--- config.mk ---
export PLATFORM = sky130hd
export DESIGN_NAME = dsp_alu_core
export DESIGN_NICKNAME = d
export VERILOG_FILES = /design/src/rtl/alu_pkg.sv /design/src/rtl/alu_operand_sel.sv /design/src/rtl/alu_adder.sv /design/src/rtl/alu_logic_unit.sv /design/src/rtl/dsp_alu_core.sv
export SDC_FILE = /design/constraint.sdc
export NUM_CORES = 1
export LEC_CHECK = 0
export ABC_AREA = 0
export BUFFER_PORTS_ARGS = -buffer_cell sky130_fd_sc_hd__buf_4
export CORE_MARGIN = 3
export CORE_UTILIZATION = 60
export CTS_CLUSTER_SIZE = 24
export DETAILED_ROUTE_END_ITERATION = 7
export PLACE_DENSITY = 0.83
export SKIP_LAST_GASP = 1
export SYNTH_ARGS = -nofsm -noshare
export SYNTH_HDL_FRONTEND = slang
export SYNTH_HIERARCHICAL = 1
export SYNTH_SLANG_ARGS = --single-unit
--- constraint.sdc ---
create_clock -name clk -period 9.5 [get_ports clk]
set_clock_uncertainty 0.15 [all_clocks]
set_input_delay 1.9 -clock clk [delete_from_list [all_inputs] [get_ports clk]]
set_output_delay 1.9 -clock clk [all_outputs]
set_load 0.02 [all_outputs]
--- src/rtl/alu_pkg.sv ---
package alu_pkg;
  typedef enum logic [3:0] {
    OP_ADD   = 4'd0,
    OP_ADDC  = 4'd1,
    OP_SUB   = 4'd2,
    OP_SUBB  = 4'd3,
    OP_RSUB  = 4'd4,
    OP_RSUBB = 4'd5,
    OP_AND   = 4'd6,
    OP_OR    = 4'd7,
    OP_XOR   = 4'd8,
    OP_PASS  = 4'd9,
    OP_NEG   = 4'd10,
    OP_NOT   = 4'd11,
    OP_ABS   = 4'd12,
    OP_INC   = 4'd13,
    OP_DEC   = 4'd14,
    OP_CLR   = 4'd15
  } alu_op_e;
endpackage

--- src/rtl/alu_operand_sel.sv ---
module alu_operand_sel
  import alu_pkg::*;
#(
  parameter int W = 16
) (
  input  alu_op_e      op,
  input  logic [W-1:0] x,
  input  logic [W-1:0] y,
  input  logic         c,
  output logic [W-1:0] a,
  output logic [W-1:0] b,
  output logic         cin,
  output logic         use_adder
);
  localparam logic [W-1:0] ONES = {W{1'b1}};
  localparam logic [W-1:0] NIL  = '0;

  always_comb begin
    a = x;
    b = y;
    cin = 1'b0;
    use_adder = 1'b1;
    unique case (op)
      OP_ADD:   begin a = x;   b = y;  cin = 1'b0; end
      OP_ADDC:  begin a = x;   b = y;  cin = c;    end
      OP_SUB:   begin a = x;   b = ~y; cin = 1'b1; end
      OP_SUBB:  begin a = x;   b = ~y; cin = c;    end
      OP_RSUB:  begin a = y;   b = ~x; cin = 1'b1; end
      OP_RSUBB: begin a = y;   b = ~x; cin = c;    end
      OP_NEG:   begin a = NIL; b = ~x; cin = 1'b1; end
      OP_INC:   begin a = y;   b = NIL;  cin = 1'b1; end
      OP_DEC:   begin a = y;   b = ONES; cin = 1'b0; end
      default:  use_adder = 1'b0;
    endcase
  end
endmodule

--- src/rtl/alu_adder.sv ---
module alu_adder #(
  parameter int W = 16
) (
  input  logic [W-1:0] a,
  input  logic [W-1:0] b,
  input  logic         cin,
  output logic [W-1:0] sum,
  output logic         cout,
  output logic         ovf
);
  localparam int MSB = W - 1;
  logic [W:0] full;

  assign full = {1'b0, a} + {1'b0, b} + {{W{1'b0}}, cin};
  assign sum  = full[W-1:0];
  assign cout = full[W];
  assign ovf  = (a[MSB] == b[MSB]) && (sum[MSB] != a[MSB]);
endmodule

--- src/rtl/alu_logic_unit.sv ---
module alu_logic_unit
  import alu_pkg::*;
#(
  parameter int W = 16
) (
  input  alu_op_e      op,
  input  logic [W-1:0] x,
  input  logic [W-1:0] y,
  output logic [W-1:0] res,
  output logic         ovf
);
  localparam int MSB = W - 1;
  localparam logic [W-1:0] MIN_NEG = {1'b1, {(W-1){1'b0}}};

  logic [W-1:0] mag;
  assign mag = x[MSB] ? (~x + 1'b1) : x;

  always_comb begin
    ovf = 1'b0;
    unique case (op)
      OP_AND:  res = x & y;
      OP_OR:   res = x | y;
      OP_XOR:  res = x ^ y;
      OP_NOT:  res = ~x;
      OP_PASS: res = x;
      OP_ABS:  begin res = mag; ovf = (x == MIN_NEG); end
      default: res = '0;
    endcase
  end
endmodule

--- src/rtl/dsp_alu_core.sv ---
module dsp_alu_core
  import alu_pkg::*;
#(
  parameter int W = 16
) (
  input  logic         clk,
  input  logic         rst,
  input  logic [W-1:0] x_in,
  input  logic [W-1:0] y_in,
  input  logic         c_in,
  input  logic         cond_ok,
  input  logic [3:0]   op,
  input  logic         dest_fb,
  output logic [W-1:0] res_q,
  output logic [W-1:0] fb_q,
  output logic         flag_z,
  output logic         flag_n,
  output logic         flag_c,
  output logic         flag_v
);
  localparam int NDEST = 2;
  localparam int MSB   = W - 1;

  alu_op_e      op_e;
  logic [W-1:0] add_a, add_b, add_sum, lu_res, result;
  logic         add_cin, add_cout, add_ovf, lu_ovf, use_adder;
  logic         next_c, next_v;
  logic [W-1:0] dst_q [NDEST];

  assign op_e = alu_op_e'(op);

  alu_operand_sel #(.W(W)) u_sel (
    .op(op_e), .x(x_in), .y(y_in), .c(c_in),
    .a(add_a), .b(add_b), .cin(add_cin), .use_adder(use_adder)
  );

  alu_adder #(.W(W)) u_add (
    .a(add_a), .b(add_b), .cin(add_cin),
    .sum(add_sum), .cout(add_cout), .ovf(add_ovf)
  );

  alu_logic_unit #(.W(W)) u_lu (
    .op(op_e), .x(x_in), .y(y_in), .res(lu_res), .ovf(lu_ovf)
  );

  always_comb begin
    if (use_adder) begin
      result = add_sum;
      next_c = add_cout;
      next_v = add_ovf;
    end else begin
      result = lu_res;
      next_c = 1'b0;
      next_v = lu_ovf;
    end
  end

  for (genvar g = 0; g < NDEST; g++) begin : g_dest
    always_ff @(posedge clk) begin
      if (rst)
        dst_q[g] <= '0;
      else if (cond_ok && (int'(dest_fb) == g))
        dst_q[g] <= result;
    end
  end

  assign res_q = dst_q[0];
  assign fb_q  = dst_q[1];

  always_ff @(posedge clk) begin
    if (rst) begin
      flag_z <= 1'b0;
      flag_n <= 1'b0;
      flag_c <= 1'b0;
      flag_v <= 1'b0;
    end else if (cond_ok) begin
      flag_z <= (result == '0);
      flag_n <= result[MSB];
      flag_c <= next_c;
      flag_v <= next_v;
    end
  end
endmodule

; ---- After elaboration in Yosys (flattened, before gate mapping)
; Memories as Yosys holds them, arrays and structs flattened.
; Cells that the tools add are included.
[totals]
reg_bits = 4
ram_bits = 32
inputBits = 41
mem_count = 1
[classes]
add_sub_neg = 3
n_eq_ne = 17
muxes = 20
bitwise = 8
reduce_logical = 11
[mem_list]
columns = name, depth, width, read_ports, rd_clocked_by_memory_dff, wr, line
row1 = dst_q, 2, 16, 2, 0, 2, dsp_alu_core.sv:28  ; logic [W-1:0] dst_q [NDEST];
[ops]
columns = operator, n
row1 = 16-bit one-hot mux with 6 select lines, 1
row2 = 16-bit two-way mux, 4
row3 = 16-bit one-hot mux with 4 select lines, 1
row4 = 16-bit NOT, 2
row5 = 16-bit one-hot mux with 2 select lines, 1
row6 = "4-bit == test, second input constant", 7
row7 = 16-bit by 16-bit adder with 17-bit output, 1
row8 = 17-bit by 1-bit adder with 17-bit output, 1
row9 = "16-bit by 1-bit adder with 16-bit output, second input constant", 1
row10 = 16-bit bitwise AND, 1
row11 = "16-bit == test, second input constant", 1
row12 = "4-bit by 3-bit == test with 1-bit output, second input constant", 4
row13 = 16-bit logical NOT, 1
row14 = 16-bit bitwise OR, 1
row15 = 16-bit XOR, 1
row16 = 1-bit two-way mux, 12
row17 = 9-bit OR reduction, 1
row18 = "4-bit by 2-bit == test with 1-bit output, second input constant", 2
row19 = 4-bit OR reduction, 2
row20 = 3-bit OR reduction, 2
row21 = "4-bit by 1-bit == test with 1-bit output, second input constant", 1
row22 = 4-bit logical NOT, 1
row23 = 1-bit logical AND, 3
row24 = 1-bit bitwise OR, 2
row25 = 5 further kinds, 5

; ---- Logic depth before layout (Yosys ltp)
[depth]
depth_word = 8
depth_mapped = 16
depth_no_buf = 14

; ---- Hierarchy
; The synthesis kept the hierarchy.
[by_module_without_submodules]
columns = module, instances, cells_per_inst, area_each_um2
row1 = alu_operand_sel, 1, 260, 1749.2
row2 = alu_logic_unit, 1, 210, 1564.0
row3 = dsp_alu_core, 1, 121, 1542.7
row4 = alu_adder, 1, 108, 867.1

; ---- Worst setup path before layout
; OpenSTA, ideal clock, no wires.
[synth_path]
path_type = input -> register
from = in op[0]
to = reg flag_z
arrival_time_ns = 5.087
setup_slack_ns = 4.204
path_stages = 14
n_path_buf = 2
path_cell_list = buf_4 -> clkbuf_1 -> and4b_1 -> a211oi_1 -> a31oi_1 -> fa_1 -> fa_1 -> a211oi_1 -> o21bai_1 -> a21oi_1 -> xnor2_1 -> or4b_1 -> o22ai_1 -> a31o_1
[synth_between]
elab_chain_len = 7
elab_cells_between_ends = 30
classes_between = add/sub (2) / eq/ne (14) / mux (6) / reduce/logical (8)
[synth_lines]
columns = item, line
row1 = from (decl), dsp_alu_core.sv:12  ; input logic [3:0] op,
row2 = 4-bit by 3-bit == test with 1-bit output / 4-bit == test (equally long branches), alu_operand_sel.sv:23  ; unique case (op)
row3 = 4-bit OR reduction (no line), -
row4 = 16-bit one-hot mux with 2 select lines (*), alu_operand_sel.sv:23
row5 = named net add_a[0], dsp_alu_core.sv:25  ; logic [W-1:0] add_a, add_b, add_sum, lu_res, result;
row6 = 16-bit by 16-bit adder with 17-bit output (*), alu_adder.sv:14  ; assign full = {1'b0, a} + {1'b0, b} + {{W{1'b0}}, cin};
row7 = 17-bit by 1-bit adder with 17-bit output (*), alu_adder.sv:14
row8 = named net add_sum[6], dsp_alu_core.sv:25
row9 = 16-bit two-way mux (*), dsp_alu_core.sv:47  ; if (use_adder) begin
row10 = 16-bit logical NOT (*), dsp_alu_core.sv:77  ; flag_z <= (result == '0);
row11 = to (signal assigned), dsp_alu_core.sv:77
row12 = to (decl), dsp_alu_core.sv:16  ; output logic flag_z,
; The timed path passes the listed nets; every way through them passes the cells marked *.
; A chain may end at the register's enable or synchronous reset.

; ---- Final worst setup path
; Same ends and word-level chain as after synthesis.

==> reports/metrics.cfg <==
[run_status]
status = finished, final reports clean

[power]
p_switching_mw = 0.312
ir_drop_mv = 0.0732
swShare_pct = 44.2
report.power.total_mw = 0.708
power_frac_comb_pct = 57.3
p_leak_nw = 2.65
power.density_mw_per_mm2 = 112
power_frac_seq_pct = 27.5
p_int_mw = 0.395
clkPwrFrac_pct = 15.2

[synth]
synth_seq_cells = 36
yosysMostFrequentCell = inv_1
yosysTopAreaCell = edfxtp_1
synth_area_mm2 = 0.00572
yosysSeqAreaShare_pct = 18.2
synth_cells = 699
syn_avg_cell_area_um2 = 8.19
synth_common_cells = inv_1 (53), ha_1 (48), nor2_1 (48)
syn_nets = 790
netlist.area_leader.share_pct = 16.8
synth_edf_count = 32
synth_area_leaders = edfxtp_1 (17%), ha_1 (10%), a221oi_1 (3.7%)
synth_flop_cell = edfxtp_1
synthArstFlopShare_pct = 0
netlist-cell-type-count = 73
yosysWarnings = 6

[sta]
hold_ws_ns = 0.329
period_needed_ns = 6.34
min_period_over_period_pct = 66.7
tightest_slew_ns = 1.31
finalHoldViolCount = 0
drv_slew = 0
layout_setup_ws_ns = 3.16
tns_ns = 0
slew_headroom_pct = 12.6
fmax_mhz = 158
final-setup-viol-count = 0
rsz0062_at_grt = no

[route]
drc = 0
via_per_inst = 7.14
drtIter0Drc = 739
wl_per_cell_um = 21.5
routed_wl_mm = 18.5
ant_nets = 0
dr.pass1.iters = 6
vias = 6115

[clock_tree]
cts_buffers = 5
cts_hold_buf = 0
cts_resized = 0
clk_pin_slew_ns = 0.08
cts_sinks = 36
htreeDepth = 2
post-cts-setup-buffer-count = 0
worstSkewPairLatency_ns = 0.29
cts_tree = yes
cts-root-buf = clkbuf_8
cts.path.max_buffers = 2

[global_routing]
grt-ovfl-total = 0
grt_pass1_vias = 5531
grt_pass1_wl_mm = 28.9
antenna_found_initial = 0
track_usage_pct = 32.6
grt_start_max_net_pins = 104

[floorplan]
initial_core_util_pct = 61.9
die_w_um = 104
core_mm2 = 0.00924
design.portCount = 77
die_h_um = 104
die_area_mm2 = 0.0107
rows = 35

[worst_setup_path]
critical_path_required_ns = 9.59
critical_path_class = in -> reg
end_kind = flop
arrival_ns = 6.43
r2r_slack_ns = 8.63
cp-start-kind = input port
cp_max_fo = 72

[layout]
drive_gt1_share_pct = 17.4
fin_nets = 818
area_delta_synth_final_pct = 9.93
multi_input_area_mm2 = 0.00420
n_antenna_cell = 0
register_area_mm2 = 0.00104
fillers = 741

[placed_design]
port_buffers = 76
preCtsSetupSlack_ns = 3.06
hpwl_mm = 13.1
gp_congestion = 0.982

[job]
maxCapViolations = 0

[hold_path]
hp-class = reg -> reg

==> cell usage in the layout, fill, tap and decap left out, drive strengths merged, types with 17 or more instances in the layout <==
cell type and instances:
inv 54, nor2b 22, nor2 48, and4b 17, a221oi 24, xnor2 17, ha 48, nand2 34
edfxtp 32, buf 80, nand3 27, nor3b 24, o21ai 40, mux2 18, o22ai 20, a211oi 25
a21oi 21, mux2i 19
==> per-stage QoR <==
stage          util, %  cell area, um^2  std cells
3_5_place_dp      67.1             6200        849
3_3_place_gp      67.1             6200        849
5_1_grt           68.1             6290        857
2_1_floorplan        -             5720        699
4_1_cts           68.1             6290        857
6_report          68.1             6290        857
==> sequential cells by signal (all words and copies together), names as in the netlist <==
register  flops
flag_c        1
flag_n        1
flag_v        1
flag_z        1
dst_q        32
==> critical path, stage by stage <==
cell	delay (ns)
buf_4	0.32
nand2b_1	0.81
a211oi_1	0.44
a31oi_1	0.10
fa_1	0.53
fa_1	0.46
a211oi_1	0.51
o21ai_2	0.17
a31o_1	0.24
a21oi_2	0.15
xnor2_1	0.14
nor4_1	0.28
nand3_1	0.10
o21ai_0	0.10
a31o_1	0.15
==> cell families (layout without fill, tap and decap cells) <==
group	Yosys count	after routing	share of synthesized area (%)
buf+inv	113	142	8.68
fa+ha+maj	50	50	11.2
simple gates	220	220	22.6
compound gates	223	223	29.4
mux	37	37	6.86
xor+xnor	20	20	3.06
flops	36	36	18.2
==> power by group through the flow <==
stage	Sequential, mW	Combinational, mW	Clock (mW)
after CTS	0.195	0.393	0.108
after global routing	0.196	0.433	0.116
after floorplan	0.217	0.253	0
final	0.195	0.405	0.108
after detailed placement	0.198	0.392	0
after global placement	0.197	0.380	0
==> cell type report <==
cell class                      count  share of cell area (%)
Inverter                           54                    3.22
Clock inverter                      3                   0.298
Multi-Input combinational cell    550                    66.7
Clock buffer                        5                    1.09
Tap cell                          129                    2.57
Timing Repair Buffer               80                    9.55
Sequential cell                    36                    16.5
==> metal layers <==
metal  wire [um]  global-route usage (%)  part of all wire (%)
met5           0                       0                     0
met4        1010                    17.0                   5.5
met3        1690                    4.80                   9.2
met2        8230                    51.1                    45
met1        7530                    43.5                    41
==> final timing paths <==
kind	start	end	cells after the start
min	flag_c	flag_c	2
max	op[0]	flag_z	15
min reg2reg	flag_c	flag_c	2
max reg2reg	flag_z	flag_z	2
Note: power is estimated with default switching activity, not from simulation.
